### src/rtl/uart_rx_pkg.sv
package uart_rx_pkg;

  typedef enum logic [1:0] {
    PAR_NONE = 2'd0,
    PAR_EVEN = 2'd1,
    PAR_ODD  = 2'd2,
    PAR_OFF  = 2'd3
  } par_mode_e;

  typedef enum logic [2:0] {
    ST_IDLE,
    ST_START,
    ST_DATA,
    ST_PAR,
    ST_STOP
  } rx_state_e;

  localparam int LEN_W = 2;

  typedef struct packed {
    logic frm;
    logic ovr;
    logic par;
  } rx_flags_t;

endpackage

### src/rtl/uart_rx_sync.sv
module uart_rx_sync #(
  parameter int NPIN  = 2,
  parameter int SEL_W = $clog2(NPIN)
) (
  input  logic             clk,
  input  logic             rst_n,
  input  logic [NPIN-1:0]  rx_in,
  input  logic [SEL_W-1:0] sel,
  output logic             rx_s,
  output logic             rx_fall
);

  logic [NPIN-1:0] synced;
  logic            prev;

  for (genvar p = 0; p < NPIN; p++) begin : g_pin
    logic [1:0] ff;
    always_ff @(posedge clk or negedge rst_n) begin
      if (!rst_n) ff <= 2'b11;
      else        ff <= {ff[0], rx_in[p]};
    end
    assign synced[p] = ff[1];
  end

  assign rx_s = synced[sel];

  always_ff @(posedge clk or negedge rst_n) begin
    if (!rst_n) prev <= 1'b1;
    else        prev <= rx_s;
  end

  assign rx_fall = prev & ~rx_s;

endmodule

### src/rtl/uart_rx_baud.sv
module uart_rx_baud #(
  parameter int DIV_W = 16
) (
  input  logic             clk,
  input  logic             rst_n,
  input  logic             run,
  input  logic             restart,
  input  logic [DIV_W-1:0] div,
  output logic             rise,
  output logic             fall
);

  logic [DIV_W-1:0] cnt;
  logic             armed;
  logic [DIV_W-1:0] half_m1;

  assign half_m1 = (div >> 1) - 1'b1;

  always_ff @(posedge clk or negedge rst_n) begin
    if (!rst_n) begin
      cnt   <= '0;
      armed <= 1'b0;
    end else if (restart) begin
      cnt   <= half_m1;
      armed <= 1'b0;
    end else if (run) begin
      if (cnt == '0) begin
        cnt   <= div - 1'b1;
        armed <= 1'b1;
      end else begin
        cnt <= cnt - 1'b1;
      end
    end
  end

  assign rise = run && !restart && (cnt == '0);
  assign fall = run && !restart && armed && (cnt == half_m1);

endmodule

### src/rtl/uart_rx_frame.sv
module uart_rx_frame
  import uart_rx_pkg::*;
#(
  parameter int DATA_W  = 8,
  parameter int MIN_LEN = 5
) (
  input  logic              clk,
  input  logic              rst_n,
  input  logic              active,
  input  logic              rx_s,
  input  logic              rx_fall,
  input  logic              rise,
  input  logic              fall,
  input  logic [LEN_W-1:0]  len_sel,
  input  logic [1:0]        par_mode,
  output logic              restart,
  output logic              run,
  output logic              ld_stb,
  output logic [DATA_W-1:0] ld_word,
  output logic              chk_stb,
  output logic              par_bad,
  output logic              frm_bad,
  output logic              irq
);

  localparam int CNT_W = $clog2(DATA_W + 1);
  localparam logic [CNT_W-1:0] DW   = CNT_W'(DATA_W);
  localparam logic [CNT_W-1:0] MINL = CNT_W'(MIN_LEN);

  rx_state_e         state;
  logic [LEN_W-1:0]  lenq;
  par_mode_e         pm;
  logic [CNT_W-1:0]  bitcnt;
  logic [DATA_W-1:0] shreg;
  logic              par_acc;
  logic              ld_pend;

  logic [CNT_W-1:0]  nbits;
  logic              par_on;

  assign nbits  = MINL + CNT_W'(lenq);
  assign par_on = (pm == PAR_EVEN) || (pm == PAR_ODD);

  assign restart = active && (state == ST_IDLE) && rx_fall;
  assign run     = active && (state != ST_IDLE);
  assign ld_stb  = active && (state == ST_STOP) && ld_pend && fall;
  assign ld_word = shreg >> (DW - nbits);
  assign chk_stb = active && (state == ST_STOP) && rise;
  assign frm_bad = ~rx_s;
  assign par_bad = par_on && (par_acc ^ (pm == PAR_ODD));

  always_ff @(posedge clk or negedge rst_n) begin
    if (!rst_n) begin
      state   <= ST_IDLE;
      lenq    <= '0;
      pm      <= PAR_NONE;
      bitcnt  <= '0;
      shreg   <= '0;
      par_acc <= 1'b0;
      ld_pend <= 1'b0;
      irq     <= 1'b0;
    end else if (!active) begin
      state   <= ST_IDLE;
      ld_pend <= 1'b0;
      irq     <= 1'b0;
    end else begin
      irq <= chk_stb;
      case (state)
        ST_IDLE: begin
          if (rx_fall) begin
            state   <= ST_START;
            lenq    <= len_sel;
            pm      <= par_mode_e'(par_mode);
            bitcnt  <= '0;
            shreg   <= '0;
            par_acc <= 1'b0;
          end
        end
        ST_START: begin
          if (rise) state <= rx_s ? ST_IDLE : ST_DATA;
        end
        ST_DATA: begin
          if (rise) begin
            shreg   <= {rx_s, shreg[DATA_W-1:1]};
            par_acc <= par_acc ^ rx_s;
            bitcnt  <= bitcnt + 1'b1;
            if (bitcnt == nbits - 1'b1) begin
              if (par_on) begin
                state <= ST_PAR;
              end else begin
                state   <= ST_STOP;
                ld_pend <= 1'b1;
              end
            end
          end
        end
        ST_PAR: begin
          if (rise) begin
            par_acc <= par_acc ^ rx_s;
            state   <= ST_STOP;
            ld_pend <= 1'b1;
          end
        end
        ST_STOP: begin
          if (fall && ld_pend) ld_pend <= 1'b0;
          if (rise)            state   <= ST_IDLE;
        end
        default: state <= ST_IDLE;
      endcase
    end
  end

endmodule

### src/rtl/uart_rx_hold.sv
module uart_rx_hold
  import uart_rx_pkg::*;
#(
  parameter int DATA_W = 8
) (
  input  logic              clk,
  input  logic              rst_n,
  input  logic              ld_stb,
  input  logic [DATA_W-1:0] ld_word,
  input  logic              chk_stb,
  input  logic              par_bad,
  input  logic              frm_bad,
  input  logic              rd_ready,
  input  logic [2:0]        clr_flags,
  output logic              rd_valid,
  output logic [DATA_W-1:0] rd_data,
  output rx_flags_t         flags
);

  logic      full;
  logic      ovr_pend;
  rx_flags_t set_v;
  rx_flags_t clr_v;

  assign rd_valid = full;
  assign clr_v    = rx_flags_t'(clr_flags);

  always_ff @(posedge clk or negedge rst_n) begin
    if (!rst_n) begin
      full    <= 1'b0;
      rd_data <= '0;
    end else if (ld_stb) begin
      full    <= 1'b1;
      rd_data <= ld_word;
    end else if (full && rd_ready) begin
      full <= 1'b0;
    end
  end

  always_ff @(posedge clk or negedge rst_n) begin
    if (!rst_n)       ovr_pend <= 1'b0;
    else if (chk_stb) ovr_pend <= 1'b0;
    else if (ld_stb)  ovr_pend <= full && !rd_ready;
  end

  always_comb begin
    set_v.par = chk_stb && par_bad;
    set_v.frm = chk_stb && frm_bad;
    set_v.ovr = chk_stb && ovr_pend;
  end

  always_ff @(posedge clk or negedge rst_n) begin
    if (!rst_n) flags <= '0;
    else        flags <= (flags & ~clr_v) | set_v;
  end

endmodule

### src/rtl/uart_rx_unit.sv
module uart_rx_unit
  import uart_rx_pkg::*;
#(
  parameter int NPIN    = 2,
  parameter int DIV_W   = 16,
  parameter int DATA_W  = 8,
  parameter int MIN_LEN = 5,
  localparam int SEL_W  = $clog2(NPIN)
) (
  input  logic              clk,
  input  logic              rst_n,
  input  logic              en,
  input  logic              dir_tx,
  input  logic [SEL_W-1:0]  pin_sel,
  input  logic [LEN_W-1:0]  len_sel,
  input  logic [1:0]        par_mode,
  input  logic [DIV_W-1:0]  baud_div,
  input  logic [NPIN-1:0]   rx_in,
  output logic              rd_valid,
  input  logic              rd_ready,
  output logic [DATA_W-1:0] rd_data,
  output logic              irq,
  output logic              err_par,
  output logic              err_ovr,
  output logic              err_frm,
  input  logic [2:0]        clr_flags
);

  logic              active;
  logic              rx_s, rx_fall;
  logic              restart, run, rise, fall;
  logic              ld_stb, chk_stb, par_bad, frm_bad;
  logic [DATA_W-1:0] ld_word;
  rx_flags_t         flags;

  assign active = en & ~dir_tx;

  uart_rx_sync #(.NPIN(NPIN), .SEL_W(SEL_W)) u_sync (
    .clk(clk), .rst_n(rst_n), .rx_in(rx_in), .sel(pin_sel),
    .rx_s(rx_s), .rx_fall(rx_fall)
  );

  uart_rx_baud #(.DIV_W(DIV_W)) u_baud (
    .clk(clk), .rst_n(rst_n), .run(run), .restart(restart),
    .div(baud_div), .rise(rise), .fall(fall)
  );

  uart_rx_frame #(.DATA_W(DATA_W), .MIN_LEN(MIN_LEN)) u_frame (
    .clk(clk), .rst_n(rst_n), .active(active), .rx_s(rx_s),
    .rx_fall(rx_fall), .rise(rise), .fall(fall), .len_sel(len_sel),
    .par_mode(par_mode), .restart(restart), .run(run), .ld_stb(ld_stb),
    .ld_word(ld_word), .chk_stb(chk_stb), .par_bad(par_bad),
    .frm_bad(frm_bad), .irq(irq)
  );

  uart_rx_hold #(.DATA_W(DATA_W)) u_hold (
    .clk(clk), .rst_n(rst_n), .ld_stb(ld_stb), .ld_word(ld_word),
    .chk_stb(chk_stb), .par_bad(par_bad), .frm_bad(frm_bad),
    .rd_ready(rd_ready), .clr_flags(clr_flags), .rd_valid(rd_valid),
    .rd_data(rd_data), .flags(flags)
  );

  assign err_par = flags.par;
  assign err_ovr = flags.ovr;
  assign err_frm = flags.frm;

endmodule

### config.mk
export PLATFORM = sky130hd
export DESIGN_NAME = uart_rx_unit
export DESIGN_NICKNAME = d
export VERILOG_FILES = /design/src/rtl/uart_rx_pkg.sv /design/src/rtl/uart_rx_sync.sv /design/src/rtl/uart_rx_baud.sv /design/src/rtl/uart_rx_frame.sv /design/src/rtl/uart_rx_hold.sv /design/src/rtl/uart_rx_unit.sv
export SDC_FILE = /design/constraint.sdc
export NUM_CORES = 1
export LEC_CHECK = 0
export BUFFER_PORTS_ARGS = -buffer_cell sky130_fd_sc_hd__buf_2
export CORE_ASPECT_RATIO = 0.8
export CORE_MARGIN = 3
export CORE_UTILIZATION = 49
export CTS_CLUSTER_SIZE = 20
export DETAILED_ROUTE_END_ITERATION = 10
export HOLD_SLACK_MARGIN = 0.12
export PLACE_DENSITY = 0.64
export SLEW_MARGIN = 20
export SYNTH_ARGS = -nofsm -noshare
export SYNTH_HDL_FRONTEND = slang
export SYNTH_SLANG_ARGS = --single-unit
### constraint.sdc
create_clock -name clk -period 5.05 [get_ports clk]
set_input_delay 0.2525 -clock clk [delete_from_list [all_inputs] [get_ports clk]]
set_output_delay 0.2525 -clock clk [all_outputs]
set_load 0.05 [all_outputs]
==> results.yml, run 1 <==
drt:
  drt-initial-drc-count: 334
  vias: 3632
  drc_errors: 0
  viasPerCell: 5.98
  wire_per_inst_um: 17.9
  wirelength_um: 10900
  ant_nets: 0
  drt_pass1_iterations: 5
placed_design:
  dp_hpwl_um: 7690
  gp_congestion: 0.941
  post-place-ws_ps: 1540
  numPortBuffers: 43
worst_setup_path:
  crit_family: "compound AO/OA/AOI/OAI gates"
  crit_path_max_incr_delay_ps: 780
  cp_slowest_cell: "a2111oi_0"
  worstPathRequired_ps: 5270
  r2r-end: "u_baud.cnt[8]"
  path_common_cell: "a21oi_1"
  crit_fanout: 9
  r2r_cells: 12
  critPathLaunchType: "flip-flop"
  crit_type: "reg2reg"
  worstPathArrival_ps: 3880
  r2r-start: "u_baud.cnt[2]"
  worstPathCellList: "or3_1 -> nor4_4 -> and2_1 -> a21oi_1 -> ha_1 -> nor3b_1 -> nor2b_1 -> o21ai_0 -> a2111oi_0 -> a21oi_1 -> nor3_1 -> o21ai_1"
  cp_num_buf_inv: 0
  cp-startpoint: "u_baud.cnt[2]"
  critPathCaptureType: "flip-flop"
  ff2ff_setup_slack_ps: 1390
timing:
  fin_crit_sh: 0.725
  drv_slew: 0
  worstMarginPinSlew_ps: 831
  hold_viol: 0
  finalSetupViolCount: 0
  slew_headroom: 0.431
  rsz0062_at_grt: "no"
  skew_ps: 11.1
  period_needed_ps: 3660
  fmaxAchievable_mhz: 273
  fin_setup_tns_ps: 0
  fin_ws_ps: 1390
clocking:
  root_buffer: "clkbuf_8"
  worst_skew_pair.late_latency_ps: 340
  clock_sinks: 57
  tritoncts: "yes"
  cts_hold_buffers: 9
  clk_pin_slew_worst_paths_ps: 70
  post_cts_buffers: 0
  htree_levels: 3
  cts_buffers: 9
  cts_max_path_buffers: 2
  ctsResizeCount: 0
synth:
  postSynthAreaPerCell_sq_um: 9.34
  syn_nets: 492
  seq_area_frac_synth: 0.337
  dominantRegCellSynth: "dfrtp_1"
  postSynth.asyncResetShare: 1.00
  synth.distinct_cells: 82
  syn-cell-area_sq_um: 4250
  synth_edf_count: 0
  ys_warn_count: 0
  synthCells: 455
  yosys_register_bits: 57
global_route:
  grt_pass1_wl_um: 17700
  antenna_found_initial: 0
  grt_max_degree: 58
  grt_usage: 0.235
  grt_pass1_vias: 3371
  grt_overflow_total: 0
floorplanning:
  core_area_sq_um: 8160
  rows: 29
  initial_core_util: 0.520
  die_w_um: 110
  die_h_um: 89.3
  io_pins: 44
  dieArea_sq_um: 9830
layout:
  final_nets: 531
  drive_gt1_frac: 0.220
  syn_to_final_growth_pct: 11.7
  diodes: 0
min_path:
  hold_start: "clr_flags[1]"
  min_to: "u_hold.flags[1]"
  hp-class: "in2reg"
  hold_depth: 3
power:
  leakage_nw: 2.01
  p_per_area_nw_per_um2: 386
  vdd_drop_max_uv: 269
  power_mw: 1.83
outcome:
  status: "finished clean"
flow_run:
  max_cap_violations: 0
stage by stage:
stage	hold slack (ps)	std cells	area, sq um	util
final	214	607	4750	0.581
after global routing	210	607	4750	0.581
after CTS	204	607	4740	0.581
after detailed placement	347	582	4420	0.541
after global placement	346	582	4420	0.541
after floorplan	-43.1	455	4250	-
worst max-delay path by stage:
stage,to,slack [ps],cells past startpoint
global route,u_baud.cnt[8],1120,12
floorplan,u_baud.cnt[14],1700,16
CTS,u_baud.cnt[8],1510,12
global placement,u_baud.cnt[8],1530,12
finish,u_baud.cnt[8],1390,12
detailed placement,u_baud.cnt[8],1540,12
logic make-up (layout without fill, tap and decap cells):
family / after synthesis / count (layout) / synth area share
simple gates: 182 / 182 / 0.232
mux: 19 / 19 / 0.0739
flops: 57 / 57 / 0.337
fa+ha+maj: 6 / 6 / 0.0177
xor+xnor: 47 / 47 / 0.107
buf+inv: 40 / 84 / 0.0636
compound gates: 104 / 104 / 0.168
worst min-delay path, cell delays in order:
cell	delay (ps)
buf_2	100
inv_1	40
a22o_1	120
sequential cells by signal, summed over array words and instances (netlist names), 2 cells and up:
register and cells:
u_baud.cnt 16, u_frame.shreg 8, u_hold.rd_data 8, u_frame.bitcnt 4, u_sync.g_pin.ff 4, u_frame.state 3, u_hold.flags 3, u_frame.lenq 2
u_frame.pm 2
synth_stat cells (5+ instances only):
master,number,share of area
dfrtp_1,52,0.31
nor4_1,9,0.013
nor2_1,33,0.029
o21ai_0,29,0.034
dfstp_2,5,0.031
nand3_1,7,0.0082
clkbuf_1,9,0.0079
nand2_1,63,0.056
nand4_1,14,0.021
xor2_1,21,0.043
o22ai_1,6,0.0088
ha_1,6,0.018
nor2b_1,6,0.0088
inv_1,10,0.0088
nor3_1,14,0.016
mux2_4,9,0.032
a31oi_1,8,0.012
clkbuf_8,8,0.026
xnor2_1,23,0.047
a21oi_1,17,0.020
layer usage:
layer,vias to the layer above,GRT usage,share of wire
met5,-,0,0
met1,1719,0.372,0.49
met4,0,0.0582,0.012
met3,17,0.0477,0.086
li1,1729,-,-
met2,167,0.325,0.41
cells in the final DEF, fill, tap and decap left out, drive strengths merged, types with 4 or more instances in the layout:
cell type and n:
xnor2 23, buf 49, inv 10, a21oi 17
mux2i 4, mux2 10, mux4 5, nor3 15
dlygate4sd3 9, nor3b 5, a2111oi 5, nor4 14
clkbuf 14, nand4 15, o21ai 32, nor2b 6
nand2 65, ha 6, o22ai 6, a31oi 8
o31ai 4, nand3b 4, dfstp 5, or2 4
dfrtp 52, xor2 21, nand3 8, nor2 33
layout make-up:
cell class              instances  area, sq um
repair buffers                 58          350
clock inverters                 2         60.1
well taps                     108          135
multi-input cells             358         2560
fillers                       755         3420
flip-flops and latches         57         1430
inverters                      10         37.5
clock buffers                  14          173
power by group:
group          internal (mW)  leakage (nW)  switching [mW]
registers              0.537         0.729           0.162
clock network          0.319         0.117           0.190
logic                  0.293          1.16           0.333
No activity file was read; power rests on OpenSTA's default activity.
==> run 2: changes to the inputs <==
Clock period 5.05 ns to 3.7 ns, I/O delays scaled along.
==> run 2 against run 1 <==
Net effect: die area unchanged; sequential share of layout area up 0.16 points; fmax up 7.2%; power up 26%; final area down 0.53%; via count up 0.69%; clock power down 4.3%; global-route usage down 0.38 points; largest power group unchanged.
==> results.yml, run 2 (synthesized netlist as in run 1, its figures left out) <==
timing:
  finalSetupViolCount: 0
  period_needed_ps: 3410
  worstMarginPinSlew_ps: 774
  skew_ps: 7.75
  fin_crit_sh: 0.922
  fmaxAchievable_mhz: 293
  slew_headroom: 0.479
  drv_slew: 0
  rsz0062_at_grt: "no"
  hold_viol: 0
  fin_setup_tns_ps: 0
placed_design:
  numPortBuffers: 43
  gp_congestion: 0.923
  dp_hpwl_um: 7840
layout:
  syn_to_final_growth_pct: 11.1
  largest_reg_flops: 16
  layout_common_cells: "63 x nand2_1, 52 x dfrtp_1, 43 x buf_2, 33 x nor2_1, 29 x o21ai_0"
  fillerInstances: 721
  top_register: "u_baud.cnt"
  diodes: 0
  reg_top3: "u_baud.cnt x16, u_frame.shreg x8, u_hold.rd_data x8"
  final_core_util: 0.578
  drive_gt1_frac: 0.234
  final_nets: 537
  final_common_cell: "nand2_1"
floorplanning:
  die_h_um: 89.3
  core_area_sq_um: 8160
  die_w_um: 110
  rows: 29
  io_pins: 44
  initial_core_util: 0.520
  dieArea_sq_um: 9830
worst_setup_path:
  worstPathRequired_ps: 3930
  crit_type: "reg2reg"
  critPathCaptureType: "flip-flop"
  worstPathArrival_ps: 3640
  r2r_cells: 12
  critPathLaunchType: "flip-flop"
  crit_fanout: 10
clocking:
  root_buffer: "clkbuf_8"
  clock_sinks: 57
  post_cts_buffers: 0
  cts_max_path_buffers: 2
  cts_buffers: 9
  htree_levels: 3
  tritoncts: "yes"
  worst_skew_pair.late_latency_ps: 330
  clk_pin_slew_worst_paths_ps: 60
global_route:
  grt_pass1_wl_um: 17300
  antenna_found_initial: 0
  grt_overflow_total: 0
  grt_usage: 0.232
  grt_max_degree: 30
  grt_pass1_vias: 3287
drt:
  wirelength_um: 10800
  drt-initial-drc-count: 295
  drc_errors: 0
  vias: 3657
  wire_per_inst_um: 17.6
  viasPerCell: 5.97
  ant_nets: 0
  drt_pass1_iterations: 5
min_path:
  hp-class: "in2reg"
  hold_depth: 3
power:
  p_per_area_nw_per_um2: 491
  leakage_nw: 2.00
  vdd_drop_max_uv: 271
flow_run:
  max_cap_violations: 0
outcome:
  status: "finished clean"
[run 2: power breakdown]
group          internal [mW]  total [mW]  switching (mW)
Combinational          0.416       0.898           0.483
Sequential             0.733       0.931           0.198
Clock                  0.238       0.487           0.249
[run 2: what timing repair did]
action / 4_1_cts / 5_1_grt
hold endpoints to repair: 36 / 0
setup endpoints to repair: 0 / 1
resized for setup: 0 / 2
hold buffers: 9 / 0
[run 2: layout make-up]
| type | instances | area, sq um | area share |
|---|---|---|---|
| Clock inverter | 6 | 35.0 | 0.00742 |
| Multi-Input combinational cell | 358 | 2560 | 0.542 |
| Sequential cell | 57 | 1430 | 0.303 |
| Timing Repair Buffer | 64 | 395 | 0.0838 |
| Clock buffer | 10 | 128 | 0.0270 |
| Inverter | 10 | 37.5 | 0.00795 |
| Tap cell | 108 | 135 | 0.0286 |
[run 2: layer usage]
| layer | global-route usage | part of all wire | vias to the layer above |
|---|---|---|---|
| met5 | 0 | 0 | - |
| met4 | 0.0537 | 0.0098 | 0 |
| met3 | 0.0426 | 0.083 | 8 |
| met2 | 0.335 | 0.43 | 152 |
| met1 | 0.358 | 0.48 | 1755 |
| li1 | - | - | 1742 |
[run 2: path summary, 6_finish.rpt]
path | startpoint | end | slack [ps]
min reg2reg | u_sync.g_pin[1].ff[0] | u_sync.g_pin[1].ff[1] | 360
max in group asynchronous | rst_n | u_sync.prev | 2350
min | rd_ready | u_hold.rd_valid | 150
min in group asynchronous | rst_n | u_baud.cnt[10] | 430
max reg2reg | u_baud.cnt[12] | u_baud.cnt[14] | 290
max | u_baud.cnt[12] | u_baud.cnt[14] | 290
[run 2: worst max-delay path: stages (launching register included)]
cell,delay (ps)
dfrtp_1,520
nor4_1,650
and2_1,340
and2_1,240
a21oi_1,110
ha_1,230
nor3b_1,170
nor2b_1,160
o21a_1,150
and2_1,180
nor3b_1,150
xor2_1,160
a221oi_1,240
[run 2: stage by stage]
stage / total power [mW] / instance area [sq um] / setup WS, ps / std cells / hold WS, ps
global route: 2.47 / 4720 / 35.2 / 613 / 191
global placement: 1.80 / 4460 / 365 / 588 / 264
detailed placement: 1.81 / 4460 / 313 / 588 / 269
CTS: 2.32 / 4710 / 268 / 613 / 139
finish: 2.32 / 4720 / 288 / 613 / 154
floorplan: 1.63 / 4250 / 354 / 455 / -111
